## src/rtl/ab_pkg.sv

```systemverilog
package ab_pkg;
  typedef enum logic [1:0] {
    ST_IDLE  = 2'd0,
    ST_BREAK = 2'd1,
    ST_SYNC  = 2'd2,
    ST_MEAS  = 2'd3
  } abState_t;

  // Strobes from the control FSM to the datapath.
  typedef struct packed {
    logic cntClear;
    logic cntRun;
    logic divLoad;
  } abStrobes_t;
endpackage

```

## src/rtl/ab_datapath.sv

```systemverilog
module ab_datapath
  import ab_pkg::*;
#(
  parameter int DIV_W     = 16,
  parameter int PRESCALE  = 8,
  parameter int BREAK_MIN = 160,
  parameter logic [DIV_W-1:0] DIV_RESET = '0
) (
  input  logic             clk,
  input  logic             rstN,
  input  logic             rxIn,
  input  abStrobes_t       strb,
  output logic             fallEdge,
  output logic             riseEdge,
  output logic             longLow,
  output logic             measOvf,
  output logic [DIV_W-1:0] divisor
);
  localparam int LOW_W = $clog2(BREAK_MIN + 1);
  localparam logic [DIV_W-1:0] CNT_MAX = '1;
  localparam logic [LOW_W-1:0] LOW_LIMIT = LOW_W'(BREAK_MIN);

  logic syncA, syncB, lineLast;
  logic [LOW_W-1:0] lowCnt;
  logic [DIV_W-1:0] count, nextCount;
  logic ovfReg, tick, atMax;

  // Two-stage synchronizer plus one history stage for edge detection
  always_ff @(posedge clk or negedge rstN) begin
    if (!rstN) begin
      syncA    <= 1'b1;
      syncB    <= 1'b1;
      lineLast <= 1'b1;
    end else begin
      syncA    <= rxIn;
      syncB    <= syncA;
      lineLast <= syncB;
    end
  end

  assign fallEdge = lineLast & ~syncB;
  assign riseEdge = ~lineLast & syncB;

  // Low-period length, saturating at the break threshold
  always_ff @(posedge clk or negedge rstN) begin
    if (!rstN)            lowCnt <= '0;
    else if (syncB)       lowCnt <= '0;
    else if (!longLow)    lowCnt <= lowCnt + 1'b1;
  end

  assign longLow = (lowCnt >= LOW_LIMIT);

  // Measurement clock prescaler
  generate
    if (PRESCALE == 1) begin : g_noPre
      assign tick = 1'b1;
    end else begin : g_pre
      localparam int PRE_W = $clog2(PRESCALE);
      localparam logic [PRE_W-1:0] PRE_LAST = PRE_W'(PRESCALE - 1);
      logic [PRE_W-1:0] pre;
      always_ff @(posedge clk or negedge rstN) begin
        if (!rstN)             pre <= '0;
        else if (strb.cntClear) pre <= '0;
        else if (strb.cntRun)  pre <= (pre == PRE_LAST) ? '0 : pre + 1'b1;
      end
      assign tick = (pre == PRE_LAST);
    end
  endgenerate

  assign atMax     = (count == CNT_MAX);
  assign nextCount = (strb.cntRun && tick && !atMax) ? count + 1'b1 : count;
  assign measOvf   = ovfReg | (strb.cntRun & tick & atMax);

  always_ff @(posedge clk or negedge rstN) begin
    if (!rstN) begin
      count  <= '0;
      ovfReg <= 1'b0;
    end else if (strb.cntClear) begin
      count  <= '0;
      ovfReg <= 1'b0;
    end else begin
      count  <= nextCount;
      ovfReg <= measOvf;
    end
  end

  always_ff @(posedge clk or negedge rstN) begin
    if (!rstN)                          divisor <= DIV_RESET;
    else if (strb.divLoad && !measOvf)  divisor <= nextCount;
  end
endmodule

```

## src/rtl/ab_control.sv

```systemverilog
module ab_control
  import ab_pkg::*;
(
  input  logic       clk,
  input  logic       rstN,
  input  logic       armReq,
  input  logic       breakFirst,
  input  logic       fallEdge,
  input  logic       riseEdge,
  input  logic       longLow,
  input  logic       measOvf,
  output abStrobes_t strb,
  output logic       armed,
  output logic       waitingBreak,
  output logic       abDone,
  output logic       abErr
);
  abState_t state, stateNxt;
  logic [1:0] skipCnt;
  logic finish;

  // The 5th falling edge ends the span: 1 start edge, 3 skipped, 1 final
  assign finish = (state == ST_MEAS) && fallEdge && (skipCnt == 2'd3);

  always_comb begin
    stateNxt      = state;
    strb.cntClear = 1'b0;
    strb.cntRun   = (state == ST_MEAS);
    strb.divLoad  = finish;
    unique case (state)
      ST_IDLE:  if (armReq) stateNxt = breakFirst ? ST_BREAK : ST_SYNC;
      ST_BREAK: if (riseEdge && longLow) stateNxt = ST_SYNC;
      ST_SYNC:  if (fallEdge) begin
                  stateNxt      = ST_MEAS;
                  strb.cntClear = 1'b1;
                end
      ST_MEAS:  if (finish) stateNxt = ST_IDLE;
      default:  stateNxt = ST_IDLE;
    endcase
  end

  always_ff @(posedge clk or negedge rstN) begin
    if (!rstN) begin
      state   <= ST_IDLE;
      skipCnt <= '0;
      abDone  <= 1'b0;
      abErr   <= 1'b0;
    end else begin
      state  <= stateNxt;
      abDone <= finish;
      if (state == ST_SYNC)                skipCnt <= '0;
      else if (state == ST_MEAS && fallEdge) skipCnt <= skipCnt + 1'b1;
      if (state == ST_IDLE && armReq)      abErr <= 1'b0;
      else if (finish)                     abErr <= measOvf;
    end
  end

  assign armed        = (state != ST_IDLE);
  assign waitingBreak = (state == ST_BREAK);
endmodule

```

## src/rtl/ab_top.sv

```systemverilog
module ab_top
  import ab_pkg::*;
#(
  parameter int DIV_W     = 16,
  parameter int PRESCALE  = 8,
  parameter int BREAK_MIN = 160,
  parameter logic [DIV_W-1:0] DIV_RESET = '0
) (
  input  logic             clk,
  input  logic             rstN,
  input  logic             rxIn,
  input  logic             armReq,
  input  logic             breakFirst,
  output logic [DIV_W-1:0] divisor,
  output logic             armed,
  output logic             waitingBreak,
  output logic             rxHold,
  output logic             abDone,
  output logic             abErr
);
  abStrobes_t strb;
  logic fallEdge, riseEdge, longLow, measOvf;

  ab_control u_ctrl (
    .clk(clk), .rstN(rstN), .armReq(armReq), .breakFirst(breakFirst),
    .fallEdge(fallEdge), .riseEdge(riseEdge), .longLow(longLow),
    .measOvf(measOvf), .strb(strb), .armed(armed),
    .waitingBreak(waitingBreak), .abDone(abDone), .abErr(abErr)
  );

  ab_datapath #(
    .DIV_W(DIV_W), .PRESCALE(PRESCALE), .BREAK_MIN(BREAK_MIN), .DIV_RESET(DIV_RESET)
  ) u_dp (
    .clk(clk), .rstN(rstN), .rxIn(rxIn), .strb(strb),
    .fallEdge(fallEdge), .riseEdge(riseEdge), .longLow(longLow),
    .measOvf(measOvf), .divisor(divisor)
  );

  assign rxHold = armed;
endmodule

```

## config.mk

```make
export PLATFORM = sky130hd
export DESIGN_NAME = ab_top
export DESIGN_NICKNAME = d
export VERILOG_FILES = /design/src/rtl/ab_pkg.sv /design/src/rtl/ab_datapath.sv /design/src/rtl/ab_control.sv /design/src/rtl/ab_top.sv
export SDC_FILE = /design/constraint.sdc
export NUM_CORES = 1
export LEC_CHECK = 0
export ABC_AREA = 0
export BUFFER_PORTS_ARGS = -buffer_cell sky130_fd_sc_hd__buf_4
export CORE_MARGIN = 8
export CORE_UTILIZATION = 58
export CTS_CLUSTER_DIAMETER = 50
export DETAILED_ROUTE_END_ITERATION = 6
export GPL_TIMING_DRIVEN = 0
export HOLD_SLACK_MARGIN = 0.03
export PLACE_DENSITY_LB_ADDON = 0.25
export SLEW_MARGIN = 10
export SYNTH_ARGS = -nofsm -noshare
export SYNTH_HDL_FRONTEND = slang
export SYNTH_SLANG_ARGS = --single-unit
```

## constraint.sdc

```tcl
create_clock -name clk -period 2.5 [get_ports clk]
set_input_delay 0.5 -clock clk [delete_from_list [all_inputs] [get_ports clk]]
set_output_delay 0.5 -clock clk [all_outputs]
set_load 0.05 [all_outputs]
```

## Word level (Yosys, flattened, before mapping)

Index checks and enable logic that the tools add are counted.

- Add/sub/neg operators: 4
- Magnitude comparators: 1
- Eq/ne operators: 11
- Mux-type cells: 20
- Bitwise gates (word level): 7
- Reductions and logical operators: 15

Operators with widths:

| cell | count |
|---|---|
| 16-bit two-way mux | 2 |
| 16-bit by 1-bit adder with 16-bit output, second input constant | 1 |
| 16-bit == test, second input constant | 1 |
| 8-bit two-way mux | 2 |
| 2-bit two-way mux | 7 |
| 3-bit two-way mux | 3 |
| 8-bit by 1-bit adder with 8-bit output, second input constant | 1 |
| 8-bit greater-or-equal comparator, second input constant | 1 |
| 2-bit one-hot mux with 4 select lines | 1 |
| 2-bit nonzero test | 4 |
| 1-bit logical AND | 7 |
| 2-bit == test, second input constant | 3 |
| 2-bit by 1-bit != test with 1-bit output, second input constant | 3 |
| 1-bit two-way mux | 5 |
| 1-bit bitwise AND | 4 |
| 2-bit != test, second input constant | 2 |
| 4-bit AND reduction | 1 |
| 3-bit by 1-bit adder with 3-bit output, second input constant | 1 |
| 3-bit == test, second input constant | 1 |
| 2-bit by 1-bit adder with 2-bit output, second input constant | 1 |
| 2-bit by 1-bit == test with 1-bit output, second input constant | 1 |
| 1-bit zero test | 2 |
| 2-bit zero test | 1 |
| 1-bit inverter | 2 |
| 1-bit bitwise OR | 1 |

- Flip-flop bits (word level): 53
- Input bits: 5
- Output and inout port bits: 21
- Word-level logic and storage cells: 70

## Depth between registers and ports, before layout

- Depth after elaboration: 6
- Mapped depth: 8

## Cells and area by module

A second synthesis with hierarchy kept.

- Cells, all modules: 260
- Area total of the unflattened synthesis: 2661.3 um^2

By module, submodules not included:

| module | times used | cells an instance | area each (um^2) | seq. area each (um^2) |
|---|---|---|---|---|
| ab_datapath | 1 | 222 | 2262.2 | 1179.9 |
| ab_control | 1 | 37 | 391.6 | 150.1 |
| ab_top | 1 | 1 | 7.5 | 0.0 |

## Worst setup path before layout

No wires, ideal clock.

- Kind: register -> register
- Start: register u_ctrl.state[0]
- End: register u_dp.divisor[10]
- Data arrival time: 1787 ps
- Data required time: 2417 ps
- Setup slack: 631 ps
- Stages on the path, launching flop included: 8
- Period minus slack after synthesis: 1869 ps
- Cell sequence: dfrtp_1 ha_1 buf_2 nand2_1 or3_4 nor2_1 mux2_2 o21ai_0

- Cells in the longest elaborated chain, start to end: 6

RTL lines:

| item | line | source |
|---|---|---|
| start: declaration | ab_control.sv:18 | `abState_t state, stateNxt;` |
| start signal: assignment | ab_control.sv:49 | `state <= stateNxt;` |
| 2-bit == test (*) | ab_control.sv:23, ab_control.sv:28 |  |
| 1-bit bitwise AND (2 in series) | ab_datapath.sv:72 | `assign measOvf = ovfReg \| (strb.cntRun & tick & atMax);` |
| 1-bit bitwise OR | ab_datapath.sv:72 |  |
| 1-bit zero test | ab_datapath.sv:89 | `else if (strb.divLoad && !measOvf) divisor <= nextCount;` |
| 1-bit logical AND | ab_datapath.sv:89 |  |
| end signal: assignment | ab_datapath.sv:89 |  |
| end: declaration | ab_datapath.sv:17 | `output logic [DIV_W-1:0] divisor` |

Every way passes the cells marked *; elsewhere a longest branch is shown, timed or not.
A chain may end at the register's enable or synchronous reset.

## Worst setup path after layout

- Start: register u_ctrl.state[0]
- End: register u_dp.divisor[5]

The elaborated chain is that of the path after synthesis.

==> metrics.csv <==
stage;metric;value;unit
outcome;status;finished, final reports clean;
clock_network;cts.sinks;53;
synthesis;syn_area_per_cell;10.2;um^2
global_route;grt_pass1_vias;1798;
drt;drtIter0Drc;73;
placed_design;dp_hpwl;3.31;mm
timing;setup_violations;0;
global_route;grt_max_degree;54;
setup_path;crit_path_max_incr_delay;0.44;ns
global_route;grt_pass1_wl;8.00;mm
drt;wire_per_inst;14.3;um
timing;tns;0;ns
layout;final_core_util;0.700;
global_route;overflow;0;
floorplan;die_h;81.4;um
setup_path;crit_top_cell;buf_2;
setup_path;end_kind;flip-flop;
drt;drcViolationCount;0;
clock_network;cts.clk_slew.worst_paths;0.09;ns
setup_path;path_cells;ha_1 > buf_2 > nand2_1 > or3_4 > o211ai_2 > buf_2 > o21ai_0;
layout;regArea;1330;um^2
drt;wl;4.68;mm
clock_network;htreeDepth;2;
placed_design;io_buffers;25;
clock_network;root_buffer;clkbuf_8;
floorplan;ios;26;
power;total_power;2070;uW
clock_network;tritoncts;yes;
setup_path;critPathTopFamily;simple AND/OR/NAND/NOR gates;
layout;antenna_cells;0;
power;p_leak;0.00136;uW
setup_path;worst-path-buf-inv;2;
timing;hold_viol;0;
clock_network;holdBufCountCts;0;
setup_path;crit_arrival;2.43;ns
floorplan;core;4060;um^2
timing;rsz0062_at_grt;false;
timing;fin_worst_skew;0.0104;ns
synthesis;postSynthCellCount;243;
timing;slew_headroom;0.574;
timing;drv_slew;0;
setup_path;start_kind;flip-flop;
power;peakVddDrop;0.000323;V
placed_design;gp_congestion;0.779;
synthesis;synth-seq-cells;53;
run;cap_violations;0;
min_path;hold_path_class;input pin to async pin;
synthesis;yosysSeqAreaShare;0.537;
power;p_per_area;728;nW/um^2
floorplan;fp.dieArea;6620;um^2
floorplan;die_w;81.4;um
setup_path;cp.required;2.68;ns
global_route;grt.total_usage;0.152;
floorplan;rows;23;
drt;via_per_inst;5.48;
drt;drt-pass1-iter-count;4;
drt;drtAntennaViolNets;0;
setup_path;worstRegToRegCells;7;
timing;min_period;2.25;ns
layout;layout-drive-gt1-share;0.167;
floorplan;initial_utilization;0.611;
synthesis;syn-cell-area;2480;um^2
clock_network;clockBufferDepth;2;
layout;multi_input_area;1060;um^2
clock_network;clk_latency;0.31;ns
setup_path;r2r_slack;0.25;ns
setup_path;slowest_stage;or3_4;
clock_network;ctsResizeCount;0;
setup_path;r2r_start;u_ctrl.state[0];
synthesis;synth.net_count;259;
synthesis;ys_warn_count;0;
timing;max_freq;445;MHz
timing;worst_pin_slew;0.638;ns
clock_network;cts_buffers;5;
layout;fin_nets;291;
layout;fill_cells;313;
timing;fin_crit_sh;0.900;
clock_network;postCtsSetupRepairBufs;0;
setup_path;critical_path_class;flip-flop to flip-flop;
synthesis;synth.distinct_cells;35;
layout;syn2layout_area_growth;14.6;%
setup_path;worst_r2r_endpoint;u_dp.divisor[5];
setup_path;cp_max_fo;10;
drt;via_count;1787;
global_route;antenna_found_initial;0;
[Yosys cell counts]
cell	number	area share
dfrtp_1	50	0.50
nor2_1	35	0.053
nand2_1	26	0.039
o21ai_0	19	0.038
inv_1	12	0.018
ha_1	11	0.056
nand3_1	11	0.022
xnor2_1	9	0.032
xor2_1	9	0.032
mux2i_1	8	0.032
nand4_1	8	0.020
a21oi_1	5	0.010
and4_1	4	0.014
nor3_1	4	0.0081
and3_1	3	0.0076
buf_4	3	0.0091
clkbuf_1	3	0.0045
dfstp_2	3	0.032
buf_2	2	0.0040
nand2b_1	2	0.0050
nor4_1	2	0.0050
a222oi_1	1	0.0040
a311oi_1	1	0.0035
a31oi_1	1	0.0025
and2_1	1	0.0025
and4b_1	1	0.0040
mux2_2	1	0.0045
nand4_2	1	0.0050
nor2b_1	1	0.0025
nor3b_1	1	0.0030
nor4_2	1	0.0050
o211ai_2	1	0.0050
o21ai_1	1	0.0020
o221a_2	1	0.0045
or3_4	1	0.0045
[registers in the layout, summed over array words and instances, names as in the netlist]
signal          cells
u_dp.count         16
u_dp.divisor       16
u_dp.lowCnt         8
u_dp.g_pre.pre      3
u_ctrl.skipCnt      2
u_ctrl.state        2
u_ctrl.abDone       1
u_ctrl.abErr        1
u_dp.lineLast       1
u_dp.ovfReg         1
u_dp.syncA          1
u_dp.syncB          1
[cells by family after synthesis]
group           after synthesis  synth area share
compound gates               30            0.0702
xor+xnor                     18            0.0636
fa+ha+maj                    11            0.0555
buf+inv                      20            0.0358
flops                        53             0.537
mux                           9            0.0369
simple gates                102             0.201
[worst max-delay path by stage]
stage	startpoint	to	depth (start not counted)
3_3_place_gp	u_ctrl.state[0]	u_dp.divisor[5]	7
3_5_place_dp	u_ctrl.state[0]	u_dp.divisor[6]	7
5_1_grt	u_ctrl.state[0]	u_dp.divisor[5]	7
4_1_cts	u_ctrl.state[0]	u_dp.divisor[5]	7
2_1_floorplan	u_ctrl.state[0]	u_dp.divisor[10]	7
6_report	u_ctrl.state[0]	u_dp.divisor[5]	7
[where the power goes]
part	switching [uW]	leakage (uW)	internal [uW]
clock	277	0.0000554	301
combinational	317	0.000590	193
sequential	55.5	0.000719	926
[layer usage]
metal  GRT usage  vias to the layer above  routed length, um  part of all wire
met5           0                        -                  0                 0
met4      0.0589                        0                 70             0.015
met3      0.0375                        6                222             0.047
met2       0.250                       30               2220              0.47
met1       0.188                      865               2170              0.46
li1            -                      886                  -                 -
[area by class of cell]
| cell class | instances | area share |
|---|---|---|
| buffer | 8 | 0.0154 |
| clock buffer | 6 | 0.0256 |
| multi-input combinational | 170 | 0.373 |
| timing repair buffer | 25 | 0.0661 |
| inverter | 12 | 0.0159 |
| tap | 50 | 0.0220 |
| sequential | 53 | 0.468 |
| clock inverter | 2 | 0.0137 |
[through the flow]
stage               instance area [um^2]  hold WS [ns]  setup slack (ns)  cells
global route                        2840         0.261             0.109    326
detailed placement                  2730         0.352             0.242    318
global placement                    2730         0.357             0.293    318
floorplan                           2480         0.204             0.631    243
CTS                                 2840         0.229             0.238    326
finish                              2840         0.201             0.251    326
[cell usage in the layout (no fill, tap or decap), types with 5 or more instances in the layout]
master	netlist	final
a21oi_1	5	5
xor2_1	9	9
o21ai_0	19	19
ha_1	11	11
dfrtp_1	50	50
buf_4	3	28
mux2i_1	8	8
nand4_1	8	8
inv_1	12	12
clkbuf_8	0	5
nand2_1	26	26
xnor2_1	9	9
nor2_1	35	35
nand3_1	11	11
Power figures use the tool's default switching activity.
